<file path="src/rtl/tsc_autoscan.sv">
`timescale 1ns/1ps
module tsc_autoscan #(
  parameter int DLY_W    = 16,
  parameter int DEPTH    = 4,
  parameter int RST_SETL = 2,
  parameter int RST_POST = 4,
  parameter int RST_TDET = 16,
  parameter int RST_UPD  = 88
) (
  input  logic        clk,
  input  logic        rst_n,
  input  logic        reg_wr,
  input  logic        reg_rd,
  input  logic [2:0]  reg_addr,
  input  logic [31:0] reg_wdata,
  output logic [31:0] reg_rdata,
  output logic        adc_req,
  output logic        adc_chan_y,
  input  logic        adc_ack,
  input  logic [9:0]  adc_data,
  input  logic        pen_down,
  output logic [2:0]  phase,
  output logic        irq
);
  localparam int PW = (DEPTH > 1) ? $clog2(DEPTH) : 1;
  localparam int CW = $clog2(DEPTH + 1);
  localparam logic [CW-1:0] FULL_CNT = CW'(DEPTH);
  localparam logic [CW-1:0] IRQ4_CNT = CW'(4);
  localparam logic [2:0] A_STAT = 3'd0, A_CTRL = 3'd1, A_FIFO = 3'd2,
                         A_SETL = 3'd3, A_POST = 3'd4, A_TDET = 3'd5, A_UPD = 3'd6;

  typedef enum logic [2:0] {
    PH_OFF = 3'd0, PH_SETX = 3'd1, PH_CNVX = 3'd2, PH_SETY = 3'd3,
    PH_CNVY = 3'd4, PH_POST = 3'd5, PH_TDET = 3'd6, PH_UPD = 3'd7
  } ph_t;

  ph_t st, st_n;
  logic en, pwr, irq4;
  logic [2:0] res_x, res_y;
  logic [DLY_W-1:0] d_setl, d_post, d_tdet, d_upd, lim, tmr;
  logic tmr_done, ovr;
  logic [9:0] x_q;
  logic [31:0] mem [DEPTH];
  logic [PW-1:0] wp, rp;
  logic [CW-1:0] cnt;
  logic unused_bits;

  assign unused_bits = ^{reg_wdata, pwr};

  always_comb begin
    case (st)
      PH_SETX, PH_SETY: lim = d_setl;
      PH_POST:          lim = d_post;
      PH_TDET:          lim = d_tdet;
      default:          lim = d_upd;
    endcase
  end

  assign tmr_done = ({1'b0, tmr} + (DLY_W+1)'(1)) >= {1'b0, lim};

  always_comb begin
    st_n = st;
    case (st)
      PH_OFF:  if (en)       st_n = PH_SETX;
      PH_SETX: if (tmr_done) st_n = en ? PH_CNVX : PH_OFF;
      PH_CNVX: if (adc_ack)  st_n = en ? PH_SETY : PH_OFF;
      PH_SETY: if (tmr_done) st_n = en ? PH_CNVY : PH_OFF;
      PH_CNVY: if (adc_ack)  st_n = en ? PH_POST : PH_OFF;
      PH_POST: if (tmr_done) st_n = en ? PH_TDET : PH_OFF;
      PH_TDET: if (tmr_done) st_n = en ? PH_UPD  : PH_OFF;
      PH_UPD:  if (tmr_done) st_n = en ? PH_SETX : PH_OFF;
      default:               st_n = PH_OFF;
    endcase
  end

  always_ff @(posedge clk or negedge rst_n) begin
    if (!rst_n) begin
      st  <= PH_OFF;
      tmr <= '0;
    end else begin
      st  <= st_n;
      tmr <= (st_n != st) ? '0 : tmr + DLY_W'(1);
    end
  end

  assign adc_req    = (st == PH_CNVX) || (st == PH_CNVY);
  assign adc_chan_y = (st == PH_CNVY);
  assign phase      = st;

  wire [9:0] mask_x = 10'h3FF << res_x;
  wire [9:0] mask_y = 10'h3FF << res_y;
  wire take_x  = (st == PH_CNVX) && adc_ack;
  wire push_ev = (st == PH_CNVY) && adc_ack;
  wire pop     = reg_rd && (reg_addr == A_FIFO) && (cnt != '0);
  wire full    = (cnt == FULL_CNT);
  wire push_ok = push_ev && (!full || pop);
  wire drop    = push_ev && full && !pop;
  wire [31:0] word = {~pen_down, 5'd0, x_q, 6'd0, adc_data & mask_y};

  always_ff @(posedge clk or negedge rst_n) begin
    if (!rst_n) x_q <= '0;
    else if (take_x) x_q <= adc_data & mask_x;
  end

  always_ff @(posedge clk) begin
    if (push_ok) mem[wp] <= word;
  end

  always_ff @(posedge clk or negedge rst_n) begin
    if (!rst_n) begin
      wp  <= '0;
      rp  <= '0;
      cnt <= '0;
      ovr <= 1'b0;
    end else begin
      if (push_ok) wp <= (wp == PW'(DEPTH - 1)) ? '0 : wp + PW'(1);
      if (pop)     rp <= (rp == PW'(DEPTH - 1)) ? '0 : rp + PW'(1);
      cnt <= cnt + CW'(push_ok) - CW'(pop);
      if (drop) ovr <= 1'b1;
      else if (reg_rd && reg_addr == A_STAT) ovr <= 1'b0;
    end
  end

  always_ff @(posedge clk or negedge rst_n) begin
    if (!rst_n) begin
      en     <= 1'b0;
      pwr    <= 1'b0;
      irq4   <= 1'b0;
      res_x  <= '0;
      res_y  <= '0;
      d_setl <= DLY_W'(RST_SETL);
      d_post <= DLY_W'(RST_POST);
      d_tdet <= DLY_W'(RST_TDET);
      d_upd  <= DLY_W'(RST_UPD);
    end else if (reg_wr) begin
      case (reg_addr)
        A_CTRL: begin
          en    <= reg_wdata[0];
          pwr   <= reg_wdata[2];
          res_y <= reg_wdata[6:4];
          res_x <= reg_wdata[9:7];
          irq4  <= reg_wdata[11];
        end
        A_SETL: d_setl <= reg_wdata[DLY_W-1:0];
        A_POST: d_post <= reg_wdata[DLY_W-1:0];
        A_TDET: d_tdet <= reg_wdata[DLY_W-1:0];
        A_UPD:  d_upd  <= reg_wdata[DLY_W-1:0];
        default: ;
      endcase
    end
  end

  always_comb begin
    reg_rdata = '0;
    case (reg_addr)
      A_STAT: begin
        reg_rdata[8] = ovr;
        reg_rdata[7] = (cnt == '0);
      end
      A_CTRL: reg_rdata[11:0] = {irq4, 1'b0, res_x, res_y, 1'b0, pwr, 1'b0, en};
      A_FIFO: if (cnt != '0) reg_rdata = mem[rp];
      A_SETL: reg_rdata[DLY_W-1:0] = d_setl;
      A_POST: reg_rdata[DLY_W-1:0] = d_post;
      A_TDET: reg_rdata[DLY_W-1:0] = d_tdet;
      A_UPD:  reg_rdata[DLY_W-1:0] = d_upd;
      default: ;
    endcase
  end

  assign irq = irq4 ? (cnt >= IRQ4_CNT) : (cnt != '0);
endmodule

</file>
<file path="config.mk">
export PLATFORM = sky130hd
export DESIGN_NAME = tsc_autoscan
export DESIGN_NICKNAME = d
export VERILOG_FILES = /design/src/rtl/tsc_autoscan.sv
export SDC_FILE = /design/constraint.sdc
export NUM_CORES = 1
export LEC_CHECK = 0
export ABC_AREA = 1
export BUFFER_PORTS_ARGS = -buffer_cell sky130_fd_sc_hd__buf_2
export CORE_ASPECT_RATIO = 0.9
export CORE_MARGIN = 1
export CORE_UTILIZATION = 53
export CTS_CLUSTER_SIZE = 25
export DETAILED_ROUTE_END_ITERATION = 10
export PLACE_DENSITY = 0.75
export SETUP_SLACK_MARGIN = 0.2
export SLEW_MARGIN = 20
export SYNTH_ARGS = -nofsm -noshare
export SYNTH_HDL_FRONTEND = slang
export SYNTH_SLANG_ARGS = --single-unit
</file>
<file path="constraint.sdc">
create_clock -name clk -period 3 [get_ports clk]
set_input_delay 0 -clock clk [delete_from_list [all_inputs] [get_ports clk]]
set_output_delay 0 -clock clk [all_outputs]
set_load 0.005 [all_outputs]
</file>
==> summary.md <==
| Metric | Value |
|---|---|
| Status | finished, violations left |
| Violations in the final reports | negative setup slack |
| Final Net Count | 1279 |
| CTS Buf Count | 17 |
| Post-synthesis register bit count | 194 |
| WL/cell | 18.0 um |
| Mean post-synth cell area | 9.19 um2 |
| Post-synthesis cell type count | 41 |
| Fmax | roughly 0.28 GHz |
| Largest family of logic cells by synthesized area | simple AND/OR/NAND/NOR gates |
| Post-route minimum period | roughly 3600 ps |
| Starting density of the core | 55.0% |
| Setup WS post-layout | -588 ps |
| Clock sink total | 194 |
| Ports | 89 |
| Critical path launch point type | flop |
| Vias in the first global route | around 7700 |
| Power Total | 0.00824 W |
| Rel. slew slack | 29.0% |
| Post-synthesis sequential area ratio | 55.9% |
| Area after DPL | 10600 um2 |
| Critical path class | flop to flop |
| Max stage delay on crit path | between 300 and 400 ps |
| Data arrival, critical path | 3950 ps |
| Clock Skews | between 8 and 9 ps |
| Async set-reset flop share out of synthesis | 56.7% |
| Xor and xnor fraction of the mapped netlist area | 1.39% |
| Worst path required time | 3360 ps |
| Share of layout cells above drive strength 1 | 24.4% |
| Worst vdd ir | 0.000551 V |
| # DRC | 0 |
| CTS tree | built |
| Vias per inst | 5.68 |
| Ys flop type | dfrtp_1 |
| Max Slew Vio Count | 0 |
| Final Cell Area | approximately 12000 um2 |
| RSZ-0062 raised after global routing | true |
| Power Density | 691 nW/um2 |
| Max Cap Viol | 0 |
| Number of buffers added on ports | 67 |
| Placer congestion estimate | 0.970 |
| Antenna cell count | 0 |
| Die area | 18400 um2 |
| Cell with the most instances after synthesis | nand2_1 |
| Crit-path max FO | 8 |
| Core Area | 17200 um2 |
| Synthesized-area fraction occupied by adder cells | approximately 3.3% |
| 1st-pass router iterations | 5 |
| Cell area after synthesis | 9450 um2 |
| Top cells by instance count after synthesis | nand2_1 (196), o21ai_0 (146), inv_1 (123) |
| First-pass GRT wire length | 40.5 mm |
| Post-synthesis compound-gate area fraction | 13.8% |
| Layout area overhead | 26.2% |
| Largest cells by area after synthesis | dfrtp_1 (28%), edfxtp_1 (27%), nand2_1 (7.8%), o21ai_0 (7.7%), inv_1 (4.9%) |
| Clock insertion delay at the later pin of the skew report | around 440 ps |
| Pin count of the biggest net entering global routing | between 70 and 80 |
| Endpoint type of the worst setup path | flop |
| Mux cell area share after synthesis | 0% |
| Clock Path Buffers | 2 |
| Slew @ Worst Pin | about 1100 ps |
| Post-Synthesis Cells | 1028 |
| Die height | approximately 130 um |
| Critical-path top delay cell | dfrtp_1 |
| Die W | 143 um |
| Post-synth top area share | 27.5% |
| Initial antenna violation count | 0 |
| H-tree Lvls | 4 |
| Hold WC Path Type | input pin to flop |
| EDFF count, synth | 84 |
| Gr usage total | 29.4% |
| Critical Path Most Common Cell | nand3_2 |
| Syn. warnings | 0 |
| Grt ovf | 0 |
| Cell Rows | 45 |
| Final Hold Fails | 0 |
| Synth Area in Simple Gates | 18.5% |
| Clock slew at reported path FFs | 70 ps |
| Root Driver | clkbuf_16 |
| Leading area contributor after synthesis | dfrtp_1 |
| Routed Antenna Nets | 0 |
| Final WL | 26.1 mm |
| Initial drt markers | 948 |
| Vias | 8244 |
| Final HPWL DP | about 17 mm |
| Final setup violation count | 19 |
| Period Utilization, post-route | 120% |
| Pleak | 5.38 nW |
## stage by stage
stage / hold WS [ps] / setup TNS (ps) / worst slack, ps / std cells / util (%)
after floorplan: -296 / -1420 / -134 / 1032 / -
after global placement: 207 / -3250 / -231 / 1373 / 61.9
after detailed placement: 209 / -5590 / -395 / 1373 / 61.9
after CTS: 55.5 / -4200 / -272 / 1442 / 68.0
after global routing: 103 / -13650 / -815 / 1452 / 69.4
final: 90.7 / -9570 / -588 / 1452 / 69.4
## metal layers
| layer | wire length [um] | up-vias | GRT usage [%] | share of wire (%) |
|---|---|---|---|---|
| li1 | - | 3789 | - | - |
| met1 | 11200 | 3934 | 42.9 | 43 |
| met3 | 2300 | 58 | 4.35 | 8.8 |
| met2 | 12100 | 463 | 45.3 | 46 |
| met5 | 0 | - | 0 | 0 |
| met4 | 575 | 0 | 9.93 | 2.2 |
## final timing paths
| check | from | endpoint | slack, ps | depth (start not counted) |
|---|---|---|---|---|
| min | adc_ack | x_q[8]$_DFFE_PN0P_ | 90 | 5 |
| max reg2reg | tmr[2]$_DFF_PN0_ | tmr[8]$_DFF_PN0_ | -590 | 26 |
| max | tmr[2]$_DFF_PN0_ | tmr[8]$_DFF_PN0_ | -590 | 26 |
| max in group asynchronous | rst_n | d_upd[3]$_DFFE_PN1P_ | 1800 | 3 |
| min in group asynchronous | rst_n | d_upd[13]$_DFFE_PN0P_ | 240 | 2 |
| min reg2reg | d_upd[9]$_DFFE_PN0P_ | d_upd[9]$_DFFE_PN0P_ | 490 | 2 |
## flip-flops by register name, summed over array words and instances, names as in the netlist, 2 cells and up
name	cells
d_upd	16
d_tdet	16
res_y	3
mem	84
phase	3
wp	2
tmr	16
x_q	10
cnt	3
d_post	16
res_x	3
d_setl	16
rp	2
## area by class of cell
cell class	instances	area, um2
Clock buffer	18	429
Clock inverter	14	146
Fill cell	1233	5250
Inverter	127	480
Multi-Input combinational cell	667	3830
Sequential cell	194	5280
Tap cell	235	294
Timing Repair Buffer	197	1470
## kinds of logic after synthesis
logic type,Yosys count
and+or+nand+nor,393
AOI/OAI and AO/OA,230
DFF,194
buffers and inverters,171
adders and majority gates,24
xor gates and xnor gates,15
other,1
## where the power goes
| group | internal, W | leakage, nW | switching (W) |
|---|---|---|---|
| sequential | 0.00318 | 2.15 | 0.000295 |
| clock | 0.00110 | 0.270 | 0.00109 |
| combinational | 0.00101 | 2.96 | 0.00155 |
## cell usage in the layout, fill, tap and decap left out, drive strengths merged, types with 4 or more instances in the layout
cell and n:
nand3 38, o2111ai 4, nand2 203, dfrtp 104
a221oi 7, clkinv 8, a21oi 22, nor3 26
edfxtp 84, nand4 6, clkbuf 18, inv 130
xnor2 4, nor2 116, dfstp 6, buf 167
xor2 11, dlygate4sd3 30, a22oi 7, o22ai 23
ha 23, o21ai 146, conb 5, a211oi 13
## worst max-delay path: cells and delay by family, from the launching register on
| family | cells | cell delay, ps |
|---|---|---|
| simple gates | 20 | 2360 |
| flops | 1 | 380 |
| buf+inv | 4 | 370 |
| fa+ha+maj | 1 | 230 |
| xor+xnor | 1 | 170 |
## repair_timing
item                                   CTS  global route
endpoints found under the hold margin  190             0
pin swaps                               20            18
setup endpoints to repair               19            20
resized for setup                       20            36
buffers inserted                         6            10
gates cloned                             1             0
hold buffers                            30             0
Power figures use the tool's default switching activity.
